**src/rtl/adc_ctl_pkg.sv**
```systemverilog
package adc_ctl_pkg;

  localparam int unsigned DEF_DATA_W      = 12;
  localparam int unsigned DEF_CONV_CYCLES = 12;

  typedef enum logic {
    CH_ONE = 1'b0,
    CH_TWO = 1'b1
  } chan_e;

endpackage

```
**src/rtl/adc_ctl_start.sv**
```systemverilog
module adc_ctl_start (
  input  logic clk,
  input  logic rst,
  input  logic sh_n,
  input  logic cs_n,
  input  logic pd_n,
  input  logic busy_q,
  output logic start
);

  logic sh_prev_q;

  always_ff @(posedge clk) begin
    if (rst) sh_prev_q <= 1'b1;
    else     sh_prev_q <= sh_n;
  end

  // falling strobe, selected, powered, idle
  always_comb start = sh_prev_q & ~sh_n & ~cs_n & pd_n & ~busy_q;

endmodule

```
**src/rtl/adc_ctl_timer.sv**
```systemverilog
module adc_ctl_timer
  import adc_ctl_pkg::*;
#(
  parameter int unsigned CONV_CYCLES = DEF_CONV_CYCLES
) (
  input  logic  clk,
  input  logic  rst,
  input  logic  start,
  input  logic  pd_n,
  input  chan_e ch_sel,
  output logic  busy_q,
  output logic  busy_nxt,
  output logic  done,
  output chan_e chan_cap_q
);

  localparam int unsigned CNT_W = (CONV_CYCLES > 2) ? $clog2(CONV_CYCLES) : 1;
  localparam logic [CNT_W-1:0] CNT_LOAD = CNT_W'(CONV_CYCLES - 1);

  logic [CNT_W-1:0] cnt_q;
  logic             last;

  always_comb begin
    last     = (cnt_q == '0);
    done     = busy_q & last & pd_n;
    busy_nxt = pd_n & (start | (busy_q & ~last));
  end

  always_ff @(posedge clk) begin
    if (rst) begin
      busy_q     <= 1'b0;
      cnt_q      <= '0;
      chan_cap_q <= CH_ONE;
    end else begin
      busy_q <= busy_nxt;
      if (start) begin
        cnt_q      <= CNT_LOAD;
        chan_cap_q <= ch_sel;
      end else if (busy_q && !last) begin
        cnt_q <= cnt_q - 1'b1;
      end
    end
  end

endmodule

```
**src/rtl/adc_ctl_result.sv**
```systemverilog
module adc_ctl_result
  import adc_ctl_pkg::*;
#(
  parameter int unsigned DATA_W = DEF_DATA_W
) (
  input  logic              clk,
  input  logic              rst,
  input  logic              done,
  input  logic [DATA_W-1:0] conv_result,
  input  chan_e             chan_cap_q,
  input  logic              rd_n,
  input  logic              cs_n,
  input  logic              pd_n,
  output logic [DATA_W-1:0] data_nxt,
  output chan_e             chan_nxt,
  output logic              irq_n_q
);

  logic [DATA_W-1:0] data_q;
  chan_e             chan_q;
  logic              pend_q;
  logic              pend_nxt;
  logic              rd_clr;

  always_comb begin
    data_nxt = done ? conv_result : data_q;
    chan_nxt = done ? chan_cap_q  : chan_q;
    rd_clr   = ~rd_n & ~cs_n;
    pend_nxt = pd_n & ~rd_clr & (pend_q | done);
  end

  always_ff @(posedge clk) begin
    if (rst) begin
      data_q  <= '0;
      chan_q  <= CH_ONE;
      pend_q  <= 1'b0;
      irq_n_q <= 1'b1;
    end else begin
      data_q  <= data_nxt;
      chan_q  <= chan_nxt;
      pend_q  <= pend_nxt;
      irq_n_q <= ~(pend_nxt & rd_n);
    end
  end

endmodule

```
**src/rtl/adc_ctl_bus.sv**
```systemverilog
module adc_ctl_bus
  import adc_ctl_pkg::*;
#(
  parameter int unsigned DATA_W = DEF_DATA_W
) (
  input  logic              clk,
  input  logic              rst,
  input  logic              oe,
  input  logic              cs_n,
  input  logic              rd_n,
  input  logic              busy_nxt,
  input  logic [DATA_W-1:0] data_nxt,
  input  chan_e             chan_nxt,
  output logic              bus_oe_q,
  output logic [DATA_W-1:0] bus_data_q,
  output logic              bus_chan_q
);

  logic drive_nxt;

  always_comb drive_nxt = oe & ~cs_n & ~rd_n & ~busy_nxt;

  always_ff @(posedge clk) begin
    if (rst) begin
      bus_oe_q   <= 1'b0;
      bus_data_q <= '0;
      bus_chan_q <= 1'b0;
    end else begin
      bus_oe_q   <= drive_nxt;
      bus_data_q <= drive_nxt ? data_nxt : '0;
      bus_chan_q <= drive_nxt & chan_nxt;
    end
  end

endmodule

```
**src/rtl/adc_ctl_if.sv**
```systemverilog
module adc_ctl_if
  import adc_ctl_pkg::*;
#(
  parameter int unsigned DATA_W      = DEF_DATA_W,
  parameter int unsigned CONV_CYCLES = DEF_CONV_CYCLES
) (
  input  logic              clk,
  input  logic              rst,
  input  logic              cs_n,
  input  logic              rd_n,
  input  logic              oe,
  input  logic              sh_n,
  input  logic              ch_sel,
  input  logic              pd_n,
  input  logic [DATA_W-1:0] conv_result,
  output logic              eoc_n,
  output logic              irq_n,
  output logic              bus_oe,
  output logic [DATA_W-1:0] bus_data,
  output logic              bus_chan
);

  logic              start;
  logic              busy_q;
  logic              busy_nxt;
  logic              done;
  chan_e             chan_cap_q;
  logic [DATA_W-1:0] data_nxt;
  chan_e             chan_nxt;

  adc_ctl_start i_start (
    .clk    (clk),
    .rst    (rst),
    .sh_n   (sh_n),
    .cs_n   (cs_n),
    .pd_n   (pd_n),
    .busy_q (busy_q),
    .start  (start)
  );

  adc_ctl_timer #(.CONV_CYCLES(CONV_CYCLES)) i_timer (
    .clk        (clk),
    .rst        (rst),
    .start      (start),
    .pd_n       (pd_n),
    .ch_sel     (chan_e'(ch_sel)),
    .busy_q     (busy_q),
    .busy_nxt   (busy_nxt),
    .done       (done),
    .chan_cap_q (chan_cap_q)
  );

  adc_ctl_result #(.DATA_W(DATA_W)) i_result (
    .clk         (clk),
    .rst         (rst),
    .done        (done),
    .conv_result (conv_result),
    .chan_cap_q  (chan_cap_q),
    .rd_n        (rd_n),
    .cs_n        (cs_n),
    .pd_n        (pd_n),
    .data_nxt    (data_nxt),
    .chan_nxt    (chan_nxt),
    .irq_n_q     (irq_n)
  );

  adc_ctl_bus #(.DATA_W(DATA_W)) i_bus (
    .clk        (clk),
    .rst        (rst),
    .oe         (oe),
    .cs_n       (cs_n),
    .rd_n       (rd_n),
    .busy_nxt   (busy_nxt),
    .data_nxt   (data_nxt),
    .chan_nxt   (chan_nxt),
    .bus_oe_q   (bus_oe),
    .bus_data_q (bus_data),
    .bus_chan_q (bus_chan)
  );

  assign eoc_n = ~busy_q;

endmodule

```
**config.mk**
```make
export PLATFORM = sky130hd
export DESIGN_NAME = adc_ctl_if
export DESIGN_NICKNAME = d
export VERILOG_FILES = /design/src/rtl/adc_ctl_pkg.sv /design/src/rtl/adc_ctl_start.sv /design/src/rtl/adc_ctl_timer.sv /design/src/rtl/adc_ctl_result.sv /design/src/rtl/adc_ctl_bus.sv /design/src/rtl/adc_ctl_if.sv
export SDC_FILE = /design/constraint.sdc
export NUM_CORES = 1
export LEC_CHECK = 0
export BUFFER_PORTS_ARGS = -buffer_cell sky130_fd_sc_hd__buf_2
export CAP_MARGIN = 20
export CORE_MARGIN = 2
export CORE_UTILIZATION = 40
export CTS_BUF_LIST = sky130_fd_sc_hd__clkbuf_4 sky130_fd_sc_hd__clkbuf_8 sky130_fd_sc_hd__clkbuf_16
export CTS_CLUSTER_DIAMETER = 120
export DETAILED_ROUTE_END_ITERATION = 6
export PLACE_DENSITY = 0.67
export SYNTH_ARGS = -nofsm -noshare
export SYNTH_HDL_FRONTEND = slang
export SYNTH_SLANG_ARGS = --single-unit
export TNS_END_PERCENT = 10
```
**constraint.sdc**
```tcl
create_clock -name clk -period 2.1 [get_ports clk]
set_clock_uncertainty 0.05 [all_clocks]
set_input_delay 0.21 -clock clk [delete_from_list [all_inputs] [get_ports clk]]
set_output_delay 0.21 -clock clk [all_outputs]
set_load 0.05 [all_outputs]
```
* Yosys cells after proc, flatten, opt, wreduce, memory -nomap -nowiden *
Cells that the tools add are included.

operators by class
  add/sub/neg operators = 1
  mux-type cells = 4
  bitwise operators = 27
  reduce and logical (&&, ||, !) cells = 6

operators with widths
  kind                                                                 count
  1-bit bitwise AND                                                    16
  12-bit two-way mux                                                   1
  1-bit inverter                                                       9
  4-bit two-way mux                                                    2
  4-bit logical NOT                                                    1
  2-bit OR reduction                                                   2
  4-bit by 1-bit subtractor with 4-bit output (second input constant)  1
  1-bit bitwise OR                                                     2
  2-bit nonzero test                                                   1
  1-bit logical AND                                                    1
  1-bit logical NOT                                                    1
  1-bit two-way mux                                                    1

word-level totals
  register bits = 36
  bits of input ports = 20
  output and inout port bits = 16
  word-level logic and storage cells = 50

* Longest topological paths before layout *
Gate-level depths: netlist (run 1).

  depth in word-level cells = 11
  depth in mapped cells = 7

* Modules after synthesis *
From an unflattened synthesis (run 1), not the netlist that was laid out.

second synthesis, totals
  cells, all modules = 120
  area total of the unflattened synthesis = 1386.3 µm²

modules (own cells, without submodules)
  module          times used  cells an instance  area an instance (µm²)  sequential area each (µm²)
  adc_ctl_result  1           49                 624.3                   300.3
  adc_ctl_bus     1           32                 412.9                   280.3
  adc_ctl_timer   1           34                 302.8                   120.1
  adc_ctl_start   1           4                  42.5                    20.0
  adc_ctl_if      1           1                  3.8                     0.0

* Least setup slack after synthesis (run 1) *
OpenSTA, ideal clock, no wires.

  path type = register to register
  from = register i_timer.cnt_q[0]
  to = register i_bus.bus_data_q[0]
  library setup time = 86 ps
  arrival time = 1520 ps
  path slack = 445 ps
  stages on the path, launching flop included = 8
  path buffers = 2
  path through = dfxtp_1 > inv_1 > ha_1 > nor4bb_4 > buf_6 > buf_6 > a211o_1 > a211oi_1

on the way
  longest elaborated chain between the ends = 9
  elaborated cells between the ends (all ways) = 12

ends and longest elaborated chain
  what                          RTL line             source
  from (decl)                   adc_ctl_timer.sv:20  logic [CNT_W-1:0] cnt_q;
  from (signal assigned)        adc_ctl_timer.sv:40  cnt_q <= cnt_q - 1'b1;
  4-bit logical NOT (*)         adc_ctl_timer.sv:24  last = (cnt_q == '0);
  1-bit inverter                adc_ctl_timer.sv:26  busy_nxt = pd_n & (start | (busy_q & ~last));
  1-bit bitwise AND             adc_ctl_timer.sv:26
  1-bit bitwise OR              adc_ctl_timer.sv:26
  1-bit bitwise AND             adc_ctl_timer.sv:26
  1-bit inverter                adc_ctl_bus.sv:21    always_comb drive_nxt = oe & ~cs_n & ~rd_n & ~busy_nxt;
  1-bit bitwise AND             adc_ctl_bus.sv:21
  1-bit inverter (no line)      n/a
  2-bit OR reduction (no line)  n/a
  to (signal assigned)          adc_ctl_bus.sv:30    bus_data_q <= drive_nxt ? data_nxt : '0;
  to (decl)                     adc_ctl_bus.sv:15    output logic [DATA_W-1:0] bus_data_q,

Mark *: on every way between the ends. The rest lies on a longest branch, timed or not.
A chain may end at the register's enable or synchronous reset.

* Final worst setup path (run 1) *
  from = register i_timer.cnt_q[0]
  to = register i_bus.bus_data_q[4]

Same word-level chain as after synthesis.

==> metrics.md, run 1 <==
| Metric | Value |
|---|---|
| Post_cts resized | 0 |
| Starting Density | 0.413 |
| DRC errors left | 0 |
| Pin count of the biggest net entering global routing | 35 |
| Final Critical Period | 1.87 ns |
| Actual slew at the worst max-slew pin | 0.533 ns |
| Number of detailed-route iterations in the first pass | 4 |
| Sequential fraction of the synthesis area | 0.476 |
| Synth top area cells | dfxtp_1, a211o_1, nand4b_1, a211oi_1, inv_1 |
| Tcrit/Tclk final | 0.892 |
| # Post-CTS Setup Buffers | 0 |
| Sink Count | 36 |
| Largest area contributor in the netlist | dfxtp_1 |
| Detailed router's first-iteration violation count | 81 |
| Reg2Reg Launch Point | i_timer.cnt_q[0] |
| Commonest cells after routing, fill and taps aside | dfxtp_1, buf_2, inv_1, nand2_1 |
| Overall Global Routing Usage | 0.159 |
| Antenna Nets Post-Route | 0 |
| CTS HTree Levels | 2 |
| Fmax achieved | 534 MHz |
| Clk buf depth | 2 |
| Critical path destination | i_bus.bus_data_q[4] |
| Worst IR Drop VDD | 420 uV |
| Top-area cell type share of the netlist area | 0.476 |
| Fin. Hold Viols | 0 |
| Syn Nets | 174 |
| Fin Setup TNS | 0 ns |
| Final Total Pwr | 1.38 mW |
| CTS Buf Count | 5 |
| Status | completed |
| Total global routing overflow | 0 |
| Sw Share | 0.221 |
| Row Count | 22 |
| P_sw | 0.307 mW |
| Core area | 3660 um^2 |
| RSZ-0062 raised after global routing | no |
| Initial antenna violation count | 0 |
| Worst setup EP type | flop |
| Gpl congestion | 0.784 |
| Clock slew at the register clock pins of the worst setup and hold paths | 0.07 ns |
| Slew Viols, Final | 0 |
| Filler cell count in the final layout | 360 |
| HP Class | in2reg |
| FF+latch area | 721 um^2 |
| Number of distinct library cells after synthesis | 34 |
| Most common cell after layout, fill and taps aside | dfxtp_1 |
| Crit path DAT | 2.03 ns |
| Critical Path Start Type | flop |
| Clk Latency, worst-skew pair | 0.28 ns |
| Ys Warns | 0 |
| Ant. Diodes | 0 |
| LEAKAGE | 0.739 nW |
| Post-Place Worst Slack | 0.302 ns |
| Slew margin rel. | 0.644 |
| Dpl hpwl | 2.04 mm |
| Internal reg-to-reg setup slack | 0.23 ns |
| Placed cell count | 227 |
| I/O pins | 36 |
| Syn-to-layout area delta | 19.5% |
| CP Launch Point | i_timer.cnt_q[0] |
| # nets final | 207 |
| Die span in y | 65.5 um |
| CTS tree | built |
| Post-Syn Area per Cell | 9.89 um^2 |
| DP Area | 1700 um^2 |
| Reg2Reg Capture Point | i_bus.bus_data_q[4] |
| Max-Cap Viols | 0 |
| Final cell count without fillers | 235 |
| Clk pwr share | 0.429 |
| Required time worst endpoint | 2.26 ns |
| Share of cells above drive strength 1 | 0.278 |
| Die Area | 4290 um^2 |
| R2R depth | 6 |
| Vias | 1,258 |
| Cts hold-fix bufs | 0 |
| Utilization after layout | 0.494 |
| Mapped cell area | 1510 um^2 |
| Crit Path Category | reg2reg |
| Combinational share of power | 0.069 |
| Crit-path max FO | 27 |
| Vias in the first global route | 1,170 |
| Die width | 65.5 um |
| Multi-input gate area | 658 um^2 |
| Final WL | 3.20 mm |
| Worst hold margin | 0.0963 ns |
| Power density over the cells | 766 nW/um^2 |
| First-pass GRT wire length | 5.20 mm |
| Average routed wire per standard cell | 13.6 um |
| Synth Instances | 153 |
| Worst Setup Slack, final | 0.227 ns |
| # setup viols final | 0 |
| DR vias/cell | 5.35 |
| Design Area, Final | 1810 um^2 |
| Sequential Power Share | 0.503 |
| Root buffer cell | clkbuf_8 |
| Yosys reg bits | 36 |
| Pint | 1.08 mW |
| PortBufs | 35 |
-- worst max-delay path, stage by stage (launching register included) --
cell      delay, ns
dfxtp_1        0.33
inv_1          0.08
ha_1           0.26
nor4bb_4       0.34
buf_4          0.32
nand4b_1       0.19
a211oi_2       0.22
-- metal layers --
metal	vias to the layer above	global-route usage	wire length (um)
met3	5	0.0462	119
met5	-	0	0
met2	28	0.284	1640
met1	609	0.176	1400
li1	616	-	-
met4	0	0.0599	42
-- cells in the mapped netlist, drive strengths merged --
library cell and number:
a211oi 13, o221a 1, o21a 1, dfxtp 36, or2 1, buf 6
ha 1, nand2 16, nor2b 2, nand2b 1, o31a 1, a21oi 3
clkbuf 6, and2 1, nor2 4, or3b 2, nand3 2, nor3 2
o211ai 2, mux2i 1, nor4bb 1, a211o 13, inv 16, and4b 1
o21ai 2, nor4b 1, nor3b 2, a31oi 2, nand4b 13
-- power by group through the flow --
stage / clock, mW / combinational (mW) / sequential [mW]
floorplan: 0 / 0.0581 / 0.712
global placement: 0 / 0.0899 / 0.710
detailed placement: 0 / 0.0931 / 0.711
CTS: 0.612 / 0.0944 / 0.696
global route: 0.639 / 0.103 / 0.696
finish: 0.593 / 0.0950 / 0.696
-- state kept, by name, indices dropped and copies added, names as in the netlist --
register            cells
i_timer.chan_cap_q      1
i_timer.cnt_q           4
i_bus.bus_oe_q          1
i_bus.bus_data_q       12
i_result.data_q        12
i_bus.bus_chan_q        1
i_result.irq_n_q        1
i_result.chan_q         1
i_result.pend_q         1
i_timer.busy_q          1
i_start.sh_prev_q       1
-- worst min path at each step --
stage	start	endpoint	slack (ns)	cells past startpoint
floorplan	rd_n	i_result.irq_n_q	0.25	1
global placement	sh_n	i_start.sh_prev_q	0.37	2
detailed placement	rd_n	i_result.irq_n_q	0.39	2
CTS	rd_n	i_result.irq_n_q	0.09	2
global route	sh_n	i_start.sh_prev_q	0.10	2
finish	sh_n	i_start.sh_prev_q	0.1	2
-- logic make-up (layout without fill, tap and decap cells) --
| family | Yosys count | count (layout) | synth area share |
|---|---|---|---|
| simple gates | 49 | 49 | 0.214 |
| flops | 36 | 36 | 0.476 |
| compound gates | 38 | 38 | 0.206 |
| buf+inv | 28 | 62 | 0.0885 |
| fa+ha+maj | 1 | 1 | 0.00827 |
| mux | 1 | 1 | 0.00662 |
-- cell type report --
cell class / count / share of cell area
clock buffers: 5 / 0.0381
clock inverters: 3 / 0.0235
inverters: 16 / 0.0332
multi-input cells: 89 / 0.364
flip-flops and latches: 36 / 0.399
well taps: 48 / 0.0332
repair buffers: 38 / 0.109
Power figures use the tool's default switching activity.
==> inputs of run 2 (changes only) <==
--- a/config.mk
+++ b/config.mk
@@ -6,4 +6,5 @@
 export NUM_CORES = 1
 export LEC_CHECK = 0
+export ABC_AREA = 1
 export BUFFER_PORTS_ARGS = -buffer_cell sky130_fd_sc_hd__buf_2
 export CAP_MARGIN = 20
@@ -13,5 +14,5 @@
 export CTS_CLUSTER_DIAMETER = 120
 export DETAILED_ROUTE_END_ITERATION = 6
-export PLACE_DENSITY = 0.67
+export PLACE_DENSITY = 0.68
 export SYNTH_ARGS = -nofsm -noshare
 export SYNTH_HDL_FRONTEND = slang
==> constraint.sdc (replaced) <==
create_clock -name clk -period 2.1 [get_ports clk]
set_clock_uncertainty 0.05 [all_clocks]
set_input_delay 0.105 -clock clk [delete_from_list [all_inputs] [get_ports clk]]
set_output_delay 0.105 -clock clk [all_outputs]
set_load 0.05 [all_outputs]
==> metrics.md, run 2 <==
| Metric | Value |
|---|---|
| HP Class | in2reg |
| Worst IR Drop VDD | 330 uV |
| CTS HTree Levels | 2 |
| Synth Flop Type | dfxtp_1 |
| Root buffer cell | clkbuf_4 |
| Synthesized-area fraction occupied by and/or/nand/nor cells | 0.315 |
| Clk Latency, worst-skew pair | 0.33 ns |
| Max-Cap Viols | 0 |
| DRC errors left | 0 |
| Most common cell after layout, fill and taps aside | inv_1 |
| Initial antenna violation count | 0 |
| Die Area | 3910 um^2 |
| Crit Path Category | reg2reg |
| Post-Place Worst Slack | 0.456 ns |
| DR vias/cell | 4.28 |
| Power density over the cells | 707 nW/um^2 |
| Top-area cell type share of the netlist area | 0.526 |
| Status | completed |
| Ant. Diodes | 0 |
| Fraction of registers with async set/reset | 0 |
| Share of cells above drive strength 1 | 0.270 |
| Worst Setup Slack, final | 0.420 ns |
| Worst hold margin | 0.0148 ns |
| Vias in the first global route | 1,095 |
| Mux contribution to synthesized area | 0 |
| Core area | 3310 um^2 |
| PortBufs | 35 |
| Largest family of logic cells by synthesized area | simple AND/OR/NAND/NOR gates |
| Die width | 62.5 um |
| Final WL | 2.54 mm |
| RSZ-0062 raised after global routing | no |
| R2R depth | 8 |
| # setup viols final | 0 |
| Design Area, Final | 1680 um^2 |
| Ys Warns | 0 |
| XOR/XNOR Fraction of Synth Area | 0 |
| Actual slew at the worst max-slew pin | 0.484 ns |
| Filler cell count in the final layout | 353 |
| Sink Count | 36 |
| Die span in y | 62.5 um |
| Post_cts resized | 0 |
| Adder-cell share of the synthesized area | 0.00913 |
| Vias | 1,147 |
| Total global routing overflow | 0 |
| Reg2Reg Capture Point | i_bus.bus_data_q[5] |
| Commonest cells after routing, fill and taps aside | inv_1, nor2_1, dfxtp_1 |
| Clock slew at the register clock pins of the worst setup and hold paths | 0.10 ns |
| Dpl hpwl | 1.79 mm |
| Synth Instances | 180 |
| Yosys reg bits | 36 |
| Row Count | 21 |
| First-pass GRT wire length | 4.57 mm |
| Internal reg-to-reg setup slack | 0.42 ns |
| DP Area | 1580 um^2 |
| Post-Syn Area per Cell | 7.61 um^2 |
| Starting Density | 0.414 |
| Antenna Nets Post-Route | 0 |
| Sequential fraction of the synthesis area | 0.526 |
| Final Total Pwr | 1.18 mW |
| Crit path DAT | 1.85 ns |
| Slew Viols, Final | 0 |
| Most common cell in the synthesized netlist | inv_1 |
| Mapped cell area | 1370 um^2 |
| Detailed router's first-iteration violation count | 40 |
| Utilization after layout | 0.506 |
| Number of detailed-route iterations in the first pass | 4 |
| Tcrit/Tclk final | 0.800 |
| Clk buf depth | 2 |
| Critical Path Start Type | flop |
| CTS tree | built |
| EDFF count, synth | 0 |
| Overall Global Routing Usage | 0.149 |
| WHS Path Cells | 3 |
| Placed cell count | 257 |
| Hold_sp | cs_n |
| Complex-gate fraction of the synthesized area | 0.0228 |
| Final Critical Period | 1.68 ns |
| CTS Buf Count | 5 |
| Leading registers by flop count | i_bus.bus_data_q (12), i_result.data_q (12), i_timer.cnt_q (4) |
| Syn-to-layout area delta | 22.3% |
| Syn Nets | 201 |
| Worst setup EP type | flop |
| Fin Setup TNS | 0 ns |
| Fin. Hold Viols | 0 |
| Final cell count without fillers | 268 |
| Top cells by count, synth | inv_1, dfxtp_1, nor2_1 |
| Crit-path max FO | 7 |
| Synth top area cells | dfxtp_1, inv_1, nor2_1, nand2_1, nand3_1 |
| Required time worst endpoint | 2.27 ns |
| Slew margin rel. | 0.677 |
| I/O pins | 36 |
| LEAKAGE | 0.941 nW |
| Worst Hold Path EP | i_result.pend_q |
| Gpl congestion | 0.742 |
| Number of distinct library cells after synthesis | 21 |
| Pin count of the biggest net entering global routing | 15 |
| Average routed wire per standard cell | 9.49 um |
| Largest area contributor in the netlist | dfxtp_1 |
| Fmax achieved | 595 MHz |
| # nets final | 242 |
| Reg2Reg Launch Point | i_timer.cnt_q[0] |
==> run 2: timing repair <==
action	CTS	global route
buffers inserted	0	0
endpoints found under the hold margin	2	0
hold buffers	3	0
==> run 2: report_power, final <==
part           internal (mW)  total (mW)  leakage, nW  switching, mW
clock                  0.191       0.401       0.0394          0.210
combinational         0.0362      0.0874        0.611         0.0512
sequential             0.691       0.696        0.291        0.00450
total                  0.918        1.18        0.941          0.266
==> run 2: cells by family after synthesis <==
logic type / after synthesis
buf+inv: 43
simple gates: 94
compound gates: 6
flops: 36
fa+ha+maj: 1
==> run 2: worst max path at each step <==
stage | cells past startpoint | startpoint | to | slack (ns)
2_1_floorplan | 8 | i_timer.cnt_q[0] | i_bus.bus_data_q[10] | 0.67
3_3_place_gp | 8 | i_timer.cnt_q[0] | i_bus.bus_data_q[5] | 0.49
3_5_place_dp | 8 | i_timer.cnt_q[0] | i_bus.bus_data_q[7] | 0.46
4_1_cts | 8 | i_timer.cnt_q[0] | i_bus.bus_data_q[7] | 0.41
5_1_grt | 7 | i_timer.cnt_q[0] | i_result.pend_q | 0.25
6_report | 8 | i_timer.cnt_q[0] | i_bus.bus_data_q[5] | 0.42
==> run 2: layer usage <==
| layer | global-route usage | wire length [um] |
|---|---|---|
| met3 | 0.0505 | 130 |
| met4 | 0.0667 | 35 |
| met1 | 0.170 | 1190 |
| met2 | 0.253 | 1190 |
| met5 | 0 | 0 |
==> run 2: layout make-up <==
type / instances / area, um^2 / share of cell area
flip-flops and latches: 36 / 721 / 0.430
inverters: 38 / 143 / 0.0851
clock buffers: 8 / 66.3 / 0.0396
multi-input cells: 101 / 475 / 0.284
repair buffers: 39 / 213 / 0.127
well taps: 46 / 57.6 / 0.0344
==> run 2: worst max-delay path, stage by stage, from the launching register on <==
cell and delay, ns:
dfxtp_1 0.32, inv_1 0.10, ha_1 0.26, nand4_1 0.30, buf_4 0.27, nor2_1 0.08, nor2_1 0.05, nand2_1 0.08
nor2_1 0.04
==> inputs of run 3 (changes only) <==
clock period = 1.7 ns   (was 2.1 ns; I/O delays follow)
==> metrics.md, run 3 (synthesized netlist as in run 2, its figures left out) <==
| Metric | Value |
|---|---|
| Share of cells above drive strength 1 | 0.265 |
| # setup viols final | 0 |
| Syn-to-layout area delta | 27.9% |
| Post_cts resized | 0 |
| Overall Global Routing Usage | 0.153 |
| Critical Path Start Type | flop |
| Die Area | 3910 um^2 |
| I/O pins | 36 |
| Worst setup EP type | flop |
| Crit path DAT | 1.75 ns |
| CTS tree | built |
| Filler cell count in the final layout | 340 |
| Fin. Hold Viols | 0 |
| Starting Density | 0.414 |
| Final Total Pwr | 1.49 mW |
| Initial antenna violation count | 0 |
| Clk buf depth | 2 |
| Number of detailed-route iterations in the first pass | 4 |
| Final cell count without fillers | 276 |
| Final Critical Period | 1.57 ns |
| Max incr delay on CP | 0.35 ns |
| Row Count | 21 |
| Met2 usage | 0.249 |
| DP Area | 1590 um^2 |
| Fmax achieved | 637 MHz |
| CTS Buf Count | 5 |
| CP Cell Sequence | inv_1 > ha_1 > nand2_2 > nor2_2 > buf_4 > or2_2 > nand3_1 > nor2_1 |
| Worst hold margin | 0.0140 ns |
| Total global routing overflow | 0 |
| Dpl hpwl | 1.72 mm |
| CTS HTree Levels | 2 |
| Clock slew at the register clock pins of the worst setup and hold paths | 0.11 ns |
| GR peak layer | met2 |
| Detailed router's first-iteration violation count | 63 |
| Commonest cells after routing, fill and taps aside | inv_1, nor2_1, dfxtp_1 |
| Root buffer cell | clkbuf_4 |
| Pint | 1.15 mW |
| Vias | 1,161 |
| Average routed wire per standard cell | 9.82 um |
| Placed cell count | 258 |
| GR Util met3 | 0.0324 |
| # Post-CTS Setup Buffers | 0 |
| Worst IR Drop VDD | 486 uV |
| Actual slew at the worst max-slew pin | 0.361 ns |
| Clk Latency, worst-skew pair | 0.35 ns |
| Leading registers by flop count | i_bus.bus_data_q (12), i_result.data_q (12), i_timer.cnt_q (4) |
| LEAKAGE | 0.976 nW |
| Cts hold-fix bufs | 10 |
| Sink Count | 36 |
| Fin Setup TNS | 0 ns |
| HP Class | in2reg |
| Clk pwr share | 0.341 |
| # nets final | 250 |
| Ant. Diodes | 0 |
| Gpl congestion | 0.796 |
| Die width | 62.5 um |
| WHS Path Cells | 5 |
| Vias in the first global route | 1,070 |
| DRC errors left | 0 |
| Most common cell after layout, fill and taps aside | inv_1 |
| Tcrit/Tclk final | 0.924 |
| Pin count of the biggest net entering global routing | 15 |
| Crit-path leading delay family | simple AND/OR/NAND/NOR gates |
| Core area | 3310 um^2 |
| Die span in y | 62.5 um |
| DR vias/cell | 4.21 |
| Crit Path Category | reg2reg |
| R2R depth | 8 |
| Slowest CP cell | dfxtp_1 |
| Slew margin rel. | 0.759 |
| Max-Cap Viols | 0 |
| CP Depth | 8 |
| Power density over the cells | 848 nW/um^2 |
| PortBufs | 35 |
| Sequential Power Share | 0.578 |
| P_sw | 0.341 mW |
| RSZ-0062 raised after global routing | no |
| Status | completed |
| GR Layer Usage met1 | 0.179 |
| Final WL | 2.71 mm |
| Buffers & Inverters on Critical Path | 2 |
| First-pass GRT wire length | 4.56 mm |
| Sw Share | 0.230 |
| Design Area, Final | 1750 um^2 |
| Antenna Nets Post-Route | 0 |
| Combinational share of power | 0.081 |
| Required time worst endpoint | 1.88 ns |
| Slew Viols, Final | 0 |
| Crit-path max FO | 14 |
-- run 3: changes by cell type in the layout (fill, tap and decap cells not counted), sizes merged --
cell / before / now
buf: 36 / 37
dlygate4sd3: 3 / 10
-- run 3: path summary, 6_finish.rpt --
kind	from	to	slack [ns]
worst max-delay path	i_timer.cnt_q[0]	i_result.pend_q	0.13
worst min register to register	i_timer.chan_cap_q	i_timer.chan_cap_q	0.41
worst min-delay path	conv_result[11]	i_result.data_q[11]	0.01
worst max register to register	i_timer.cnt_q[0]	i_result.pend_q	0.13
-- run 3: power groups by stage --
stage          logic (mW)  registers (mW)  clock network (mW)
5_1_grt             0.136           0.861               0.572
4_1_cts             0.121           0.860               0.526
2_1_floorplan      0.0630           0.882                   0
3_3_place_gp        0.102           0.879                   0
3_5_place_dp        0.103           0.879                   0
6_report            0.121           0.859               0.506
-- run 3: layer usage --
layer,vias to the layer above,part of all wire
met4,0,0.030
li1,626,-
met3,8,0.037
met5,-,0
met1,499,0.46
met2,28,0.47
-- run 3: tightest hold or removal path, cell delays in order --
cell and delay, ns:
buf_2 0.08, inv_1 0.03, nand2_1 0.05, nand3_1 0.08, inv_1 0.05
-- run 3: final cells by class --
type                    instances  area [um^2]  area share
flip-flops and latches         36          721       0.411
multi-input cells             101          475       0.271
well taps                      46         57.6      0.0328
clock buffers                   8         66.3      0.0378
repair buffers                 47          290       0.166
inverters                      38          143      0.0814
-- run 3: metrics by stage --
stage	util	worst slack, ns
after floorplan	-	0.268
after global placement	0.479	0.199
after detailed placement	0.479	0.175
after CTS	0.529	0.144
after global routing	0.529	0.0415
final	0.529	0.130
